$ cat src/rtl/mturn_pos_pkg.sv
`timescale 1ns/1ps
package mturn_pos_pkg;
  // which correction the fold stage applied
  typedef enum logic [1:0] {
    FOLD_NONE = 2'd0,
    FOLD_DOWN = 2'd1,
    FOLD_UP   = 2'd2
  } fold_e;
endpackage

$ cat src/rtl/mturn_delta.sv
`timescale 1ns/1ps
// Modulo-2^W difference between the new count and the reference count.
module mturn_delta #(
  parameter int W = 16
) (
  input  logic [W-1:0]        count_now,
  input  logic [W-1:0]        count_ref,
  output logic signed [W-1:0] delta
);
  always_comb begin
    delta = $signed(count_now - count_ref);
  end
endmodule

$ cat src/rtl/mturn_fold.sv
`timescale 1ns/1ps
// Adds the delta to the position and folds the sum once into the window.
module mturn_fold
  import mturn_pos_pkg::*;
#(
  parameter int W = 16
) (
  input  logic signed [W-1:0] pos_cur,
  input  logic signed [W-1:0] delta,
  input  logic [W-1:0]        cpr,
  input  logic signed [W-1:0] upper,
  input  logic signed [W-1:0] lower,
  output logic signed [W-1:0] pos_next,
  output fold_e               action,
  output logic                ovf_evt
);
  localparam int SW = W + 2;
  localparam logic signed [SW-1:0] MAXV = {3'b000, {(W-1){1'b1}}};
  localparam logic signed [SW-1:0] MINV = {3'b111, {(W-1){1'b0}}};

  logic signed [SW-1:0] sum_w, cpr_w, up_w, lo_w, fold_w;
  logic range_bad, step_bad;

  always_comb begin
    cpr_w = $signed({2'b00, cpr});
    up_w  = SW'(upper);
    lo_w  = SW'(lower);
    sum_w = SW'(pos_cur) + SW'(delta);
    if (sum_w > up_w) begin
      fold_w = sum_w - cpr_w;
      action = FOLD_DOWN;
    end else if (sum_w < lo_w) begin
      fold_w = sum_w + cpr_w;
      action = FOLD_UP;
    end else begin
      fold_w = sum_w;
      action = FOLD_NONE;
    end
    range_bad = (sum_w > MAXV) || (sum_w < MINV);
    step_bad  = (fold_w > up_w) || (fold_w < lo_w);
    ovf_evt   = range_bad || step_bad;
    pos_next  = fold_w[W-1:0];
  end
endmodule

$ cat src/rtl/mturn_arm.sv
`timescale 1ns/1ps
// One-shot arming on the index pulse, cleared by re-arm.
module mturn_arm (
  input  logic clk,
  input  logic rst,
  input  logic index_in,
  input  logic rearm_in,
  output logic armed,
  output logic init_pulse
);
  always_comb begin
    init_pulse = index_in && !armed && !rearm_in;
  end

  always_ff @(posedge clk) begin
    if (rst || rearm_in) armed <= 1'b0;
    else if (init_pulse) armed <= 1'b1;
  end
endmodule

$ cat src/rtl/mturn_pos_tracker.sv
`timescale 1ns/1ps
module mturn_pos_tracker
  import mturn_pos_pkg::*;
#(
  parameter int W = 16
) (
  input  logic                clk,
  input  logic                rst,
  input  logic [W-1:0]        count_in,
  input  logic                index_in,
  input  logic                sample_in,
  input  logic                rearm_in,
  input  logic [W-1:0]        cfg_cpr,
  input  logic signed [W-1:0] cfg_upper,
  input  logic signed [W-1:0] cfg_lower,
  output logic signed [W-1:0] pos_out,
  output logic                pos_valid,
  output logic                armed_out,
  output logic                ovf_out
);
  logic [W-1:0]        ref_q;
  logic signed [W-1:0] delta, pos_nx;
  logic                armed, init_p, ovf_evt, take;
  fold_e               act;

  mturn_arm u_arm (
    .clk(clk), .rst(rst), .index_in(index_in), .rearm_in(rearm_in),
    .armed(armed), .init_pulse(init_p)
  );

  mturn_delta #(.W(W)) u_delta (
    .count_now(count_in), .count_ref(ref_q), .delta(delta)
  );

  mturn_fold #(.W(W)) u_fold (
    .pos_cur(pos_out), .delta(delta), .cpr(cfg_cpr),
    .upper(cfg_upper), .lower(cfg_lower),
    .pos_next(pos_nx), .action(act), .ovf_evt(ovf_evt)
  );

  always_comb take = sample_in && armed && !rearm_in;
  assign armed_out = armed;

  always_ff @(posedge clk) begin
    if (rst) begin
      pos_out   <= '0;
      ref_q     <= '0;
      pos_valid <= 1'b0;
      ovf_out   <= 1'b0;
    end else begin
      pos_valid <= 1'b0;
      if (rearm_in) begin
        ovf_out <= 1'b0;
      end else if (init_p) begin
        pos_out <= '0;
        ref_q   <= count_in;
      end else if (take) begin
        pos_out   <= pos_nx;
        ref_q     <= count_in;
        pos_valid <= 1'b1;
        if (ovf_evt) ovf_out <= 1'b1;
      end
    end
  end

  // unarmed with no index leaves the position alone and no valid
  a_r2_unarmed_idle: assert property (@(posedge clk) disable iff (rst)
    (!armed && !index_in) |=> (!pos_valid && $stable(pos_out)));

  // the first index clears the position and arms
  a_r3_index_init: assert property (@(posedge clk) disable iff (rst)
    (index_in && !armed && !rearm_in) |=> (armed_out && pos_out == '0));

  // armed stays set without a re-arm
  a_r4_armed_hold: assert property (@(posedge clk) disable iff (rst)
    (armed && !rearm_in) |=> armed_out);

  // valid only follows an accepted sample
  a_r5_valid_source: assert property (@(posedge clk) disable iff (rst)
    pos_valid |-> $past(sample_in && armed && !rearm_in));

  // a clean result lies inside the window
  a_r7_in_window: assert property (@(posedge clk) disable iff (rst)
    (pos_valid && !ovf_out) |-> (pos_out <= cfg_upper && pos_out >= cfg_lower));

  // overflow is sticky until re-arm
  a_r9_ovf_sticky: assert property (@(posedge clk) disable iff (rst)
    (ovf_out && !rearm_in) |=> ovf_out);

  // armed drops only after a re-arm request
  a_r10_fall_by_rearm: assert property (@(posedge clk) disable iff (rst)
    $fell(armed) |-> $past(rearm_in));
endmodule

$ cat config.mk
export PLATFORM = sky130hd
export DESIGN_NAME = mturn_pos_tracker
export DESIGN_NICKNAME = d
export VERILOG_FILES = /design/src/rtl/mturn_pos_pkg.sv /design/src/rtl/mturn_delta.sv /design/src/rtl/mturn_fold.sv /design/src/rtl/mturn_arm.sv /design/src/rtl/mturn_pos_tracker.sv
export SDC_FILE = /design/constraint.sdc
export NUM_CORES = 1
export LEC_CHECK = 0
export BUFFER_PORTS_ARGS = -buffer_cell sky130_fd_sc_hd__buf_2
export CAP_MARGIN = 25
export CORE_ASPECT_RATIO = 1.75
export CORE_UTILIZATION = 35
export CTS_CLUSTER_SIZE = 10
export DETAILED_ROUTE_END_ITERATION = 10
export GPL_TIMING_DRIVEN = 0
export SLEW_MARGIN = 20
export SYNTH_ARGS = -nofsm -noshare
export SYNTH_HDL_FRONTEND = slang
export SYNTH_SLANG_ARGS = --single-unit
$ cat constraint.sdc
create_clock -name clk -period 10.4 [get_ports clk]
set_clock_uncertainty 0.1 [all_clocks]
set_input_delay 1.04 -clock clk [delete_from_list [all_inputs] [get_ports clk]]
set_output_delay 1.04 -clock clk [all_outputs]
set_load 0.02 [all_outputs]
==> results.cfg <==
[clock_tree]
clk_latency_ns = 0.28
cts.htree.levels = 2
ctsRootBufferMaster = clkbuf_16
tritoncts = yes
cts-buffers-inserted = 5
total_of_hold_buffers_inserted_after_clock_tree_synthesis = 0
cts_setup_buffers = 0
clkSlewWorstSetupHoldPaths_ns = 0.05
cts_sinks = 35
post_cts_resize_count = 0
number_of_buffers_on_the_longest_clock_path = 2

[pwr]
worst_ir_drop_vdd_mv = 0.0607
power_leakage_nw = 3.32
clock_power_share = 0.121
total_power_mw = 1.21
power.switching_uw = 608
logic_pwr_share = 0.760
power_dens_cells_nw_per_um2 = 177
p_seq_frac = 0.119
internal_power_contribution_uw = 605
swShare = 0.501

[worst_setup_path]
worst_r2r_startpoint = ref_q[0]
crit_start = count_in[0]
cp-endpoint = ovf_out
crit_path_frequent_cell = ha_1
regToRegEndpoint = ovf_out
reg2reg_setup_slack_ns = 1.78
required_ns = 10.46
cpMaxStageDelayCell = nor4_1
slowest_delay_ns = 0.62
maximum_fanout_encountered_on_the_critical_timing_path = 10
setup_crit_start_kind = input port
crit_type = in2reg
cp-end-kind = register
crit_arrival_ns = 9.25
ff2ff_path_depth = 35

[logic_synthesis]
post_synth_main_area_contributors = ha_1, dfxtp_1, inv_1
number_of_register_bits_inferred_by_synthesis = 35
synth.top_cells.by_count = ha_1, inv_1, nor2_1, a21oi_1, nand2_1
area_of_the_mapped_netlist_um2 = 5990
syn_inst = 779
synth_top_cell_area_share = 0.280
synth_fp_nets = 986
syn-mean-instance-area_um2 = 7.69
part_of_the_yosys_area_used_for_sequential_elements = 0.117
synth-edff-count = 0
synth_top_cell_by_area = ha_1
yosys.cell_count.top_type = ha_1
yosys_warnings = 0
synthArstFlopShare = 0
dominantRegCellSynth = dfxtp_1
ys_types = 75

[drt]
num_vias = 5965
drc_errors = 0
drt-initial-drc-count = 157
routed_wirelength_mm = 17.6
antenna_left = 0
drt-pass1-iter-count = 4
drt-vias-per-instance = 5.43
detail_route.wl_per_cell_um = 16.0

[timing]
rsz0062_at_grt = false
timing.setup.tns_ns = 0
max_slew_headroom_at_the_worst_pin = 0.471
worst_slack_ns = 1.21
final.period_utilization = 0.884
finalHoldViolations = 0
period_needed_ns = 9.19
transition_time_of_the_tightest_slew_check_pin_ns = 0.788
final-max-slew-violation-count = 0
max_clock_freq_ghz = 0.109
final-setup-viol-count = 0

[hold_path]
timing.hold.worst_path_depth = 2
hold_path_class = reg2reg

[placed_design]
port-buffer-count = 87
placement.setup.worst_slack_ns = 0.948
dpl.hpwl_mm = 15.4
numPlacedInstances = 1090
routabilityCongestion = 0.878

[floorplanning]
num_io_pins = 88
die_area_um2 = 17700
die_w_um = 101
core.rowCount = 62
initial_utilization = 0.361
die_height_um = 175
placeableCoreArea_um2 = 16600

[layout]
layout-drive-gt1-share = 0.134
antennaDiodeCount = 0
finish.net_count = 1080
area_growth_pct = 14.3
post_layout_nonfiller_instances = 1098

[grt]
track_usage = 0.205
grt_first_pass_wirelength_mm = 28.3
grt_max_degree = 11
antenna_found_initial = 0
globalRoute.totalOverflow = 0
first_global_vias = 6038

[outcome]
outcome = completed

[flow_run]
max_cap_violations = 0
[through the flow]
| step | cell area, um^2 | utilization | hold WS, ns |
|---|---|---|---|
| after detailed placement | 6710 | 0.404 | 0.385 |
| after global routing | 6840 | 0.412 | 0.413 |
| after floorplan | 5990 | - | 0.360 |
| final | 6840 | 0.412 | 0.395 |
| after global placement | 6700 | 0.404 | 0.373 |
| after CTS | 6840 | 0.412 | 0.399 |
[worst max-delay path: cells and delay by family]
family	cells	cell delay [ns]
AO/OA/AOI/OAI	15	2.92
XOR/XNOR	2	0.50
multiplexers	1	0.12
buffers and inverters	4	0.56
AND/OR/NAND/NOR	10	2.38
adder cells (fa/ha/maj)	5	1.70
[per-layer routing]
metal	track usage	vias up	wire (um)
met2	0.418	118	9830
met1	0.195	2763	6390
met4	0.126	0	1010
met3	0.00560	52	324
li1	-	3032	-
met5	0	-	0
[how the worst min path moves through the flow]
stage	endpoint	from	slack, ns
floorplan	ref_q[10]	ref_q[10]	0.36
global placement	ref_q[5]	ref_q[5]	0.37
detailed placement	ref_q[7]	ref_q[7]	0.39
CTS	ref_q[7]	ref_q[7]	0.40
global route	pos_out[0]	pos_out[0]	0.41
finish	ref_q[12]	ref_q[12]	0.40
[flip-flops by register name, indices dropped and copies added, names as in the netlist]
| register | count |
|---|---|
| ovf_out | 1 |
| pos_out | 16 |
| pos_valid | 1 |
| ref_q | 16 |
| u_arm.armed | 1 |
[power groups by stage]
| stage | logic [mW] | registers (mW) | clock network [mW] |
|---|---|---|---|
| 3_3_place_gp | 0.906 | 0.147 | 0 |
| 4_1_cts | 0.920 | 0.144 | 0.150 |
| 6_report | 0.922 | 0.144 | 0.147 |
| 3_5_place_dp | 0.915 | 0.147 | 0 |
| 5_1_grt | 1.04 | 0.145 | 0.151 |
| 2_1_floorplan | 0.685 | 0.149 | 0 |
[kinds of logic (layout without fill, tap and decap cells)]
family | after synthesis | after routing | share of synthesized area
AOI/OAI and AO/OA | 230 | 230 | 0.269
and+or+nand+nor | 211 | 211 | 0.168
adders and majority gates | 138 | 138 | 0.293
buffers and inverters | 114 | 209 | 0.0740
DFF | 35 | 35 | 0.117
xor gates and xnor gates | 31 | 31 | 0.0453
muxes | 20 | 20 | 0.0334
[layout by cell type, fill, tap and decap left out, types with 3 or more instances in the layout]
cell | netlist | routed
nor2_1 | 75 | 75
o21bai_1 | 8 | 8
a221oi_1 | 5 | 5
mux2i_1 | 20 | 20
a31o_2 | 3 | 3
o2111ai_1 | 4 | 4
a31oi_1 | 5 | 5
xnor2_1 | 29 | 29
nand2_1 | 44 | 44
a21oi_1 | 59 | 58
clkbuf_1 | 9 | 11
nor2b_1 | 12 | 12
o21ai_1 | 3 | 3
and2_1 | 3 | 3
o31ai_1 | 7 | 7
nand4_1 | 14 | 14
o211ai_1 | 4 | 4
clkbuf_16 | 0 | 5
o21ai_0 | 34 | 34
o22ai_1 | 7 | 7
a221o_1 | 7 | 7
or3_1 | 6 | 6
a211oi_1 | 5 | 5
nand2b_1 | 9 | 9
a22o_1 | 17 | 17
buf_2 | 3 | 90
fa_1 | 4 | 4
nor3_1 | 16 | 16
dfxtp_1 | 35 | 35
nand3_1 | 15 | 15
o221ai_1 | 6 | 6
and3_1 | 3 | 3
ha_1 | 134 | 134
a21o_1 | 10 | 10
inv_1 | 100 | 100
o21a_1 | 12 | 12
[layout make-up]
class                           instances  area (um^2)
Buffer                                 14         67.6
Fill cell                            1843         9760
Sequential cell                        35          701
Clock inverter                          1         5.00
Multi-Input combinational cell        630         4850
Timing Repair Buffer                   87          435
Tap cell                              224          280
Clock buffer                            7          133
Inverter                              100          375
Power figures use the tool's default switching activity.
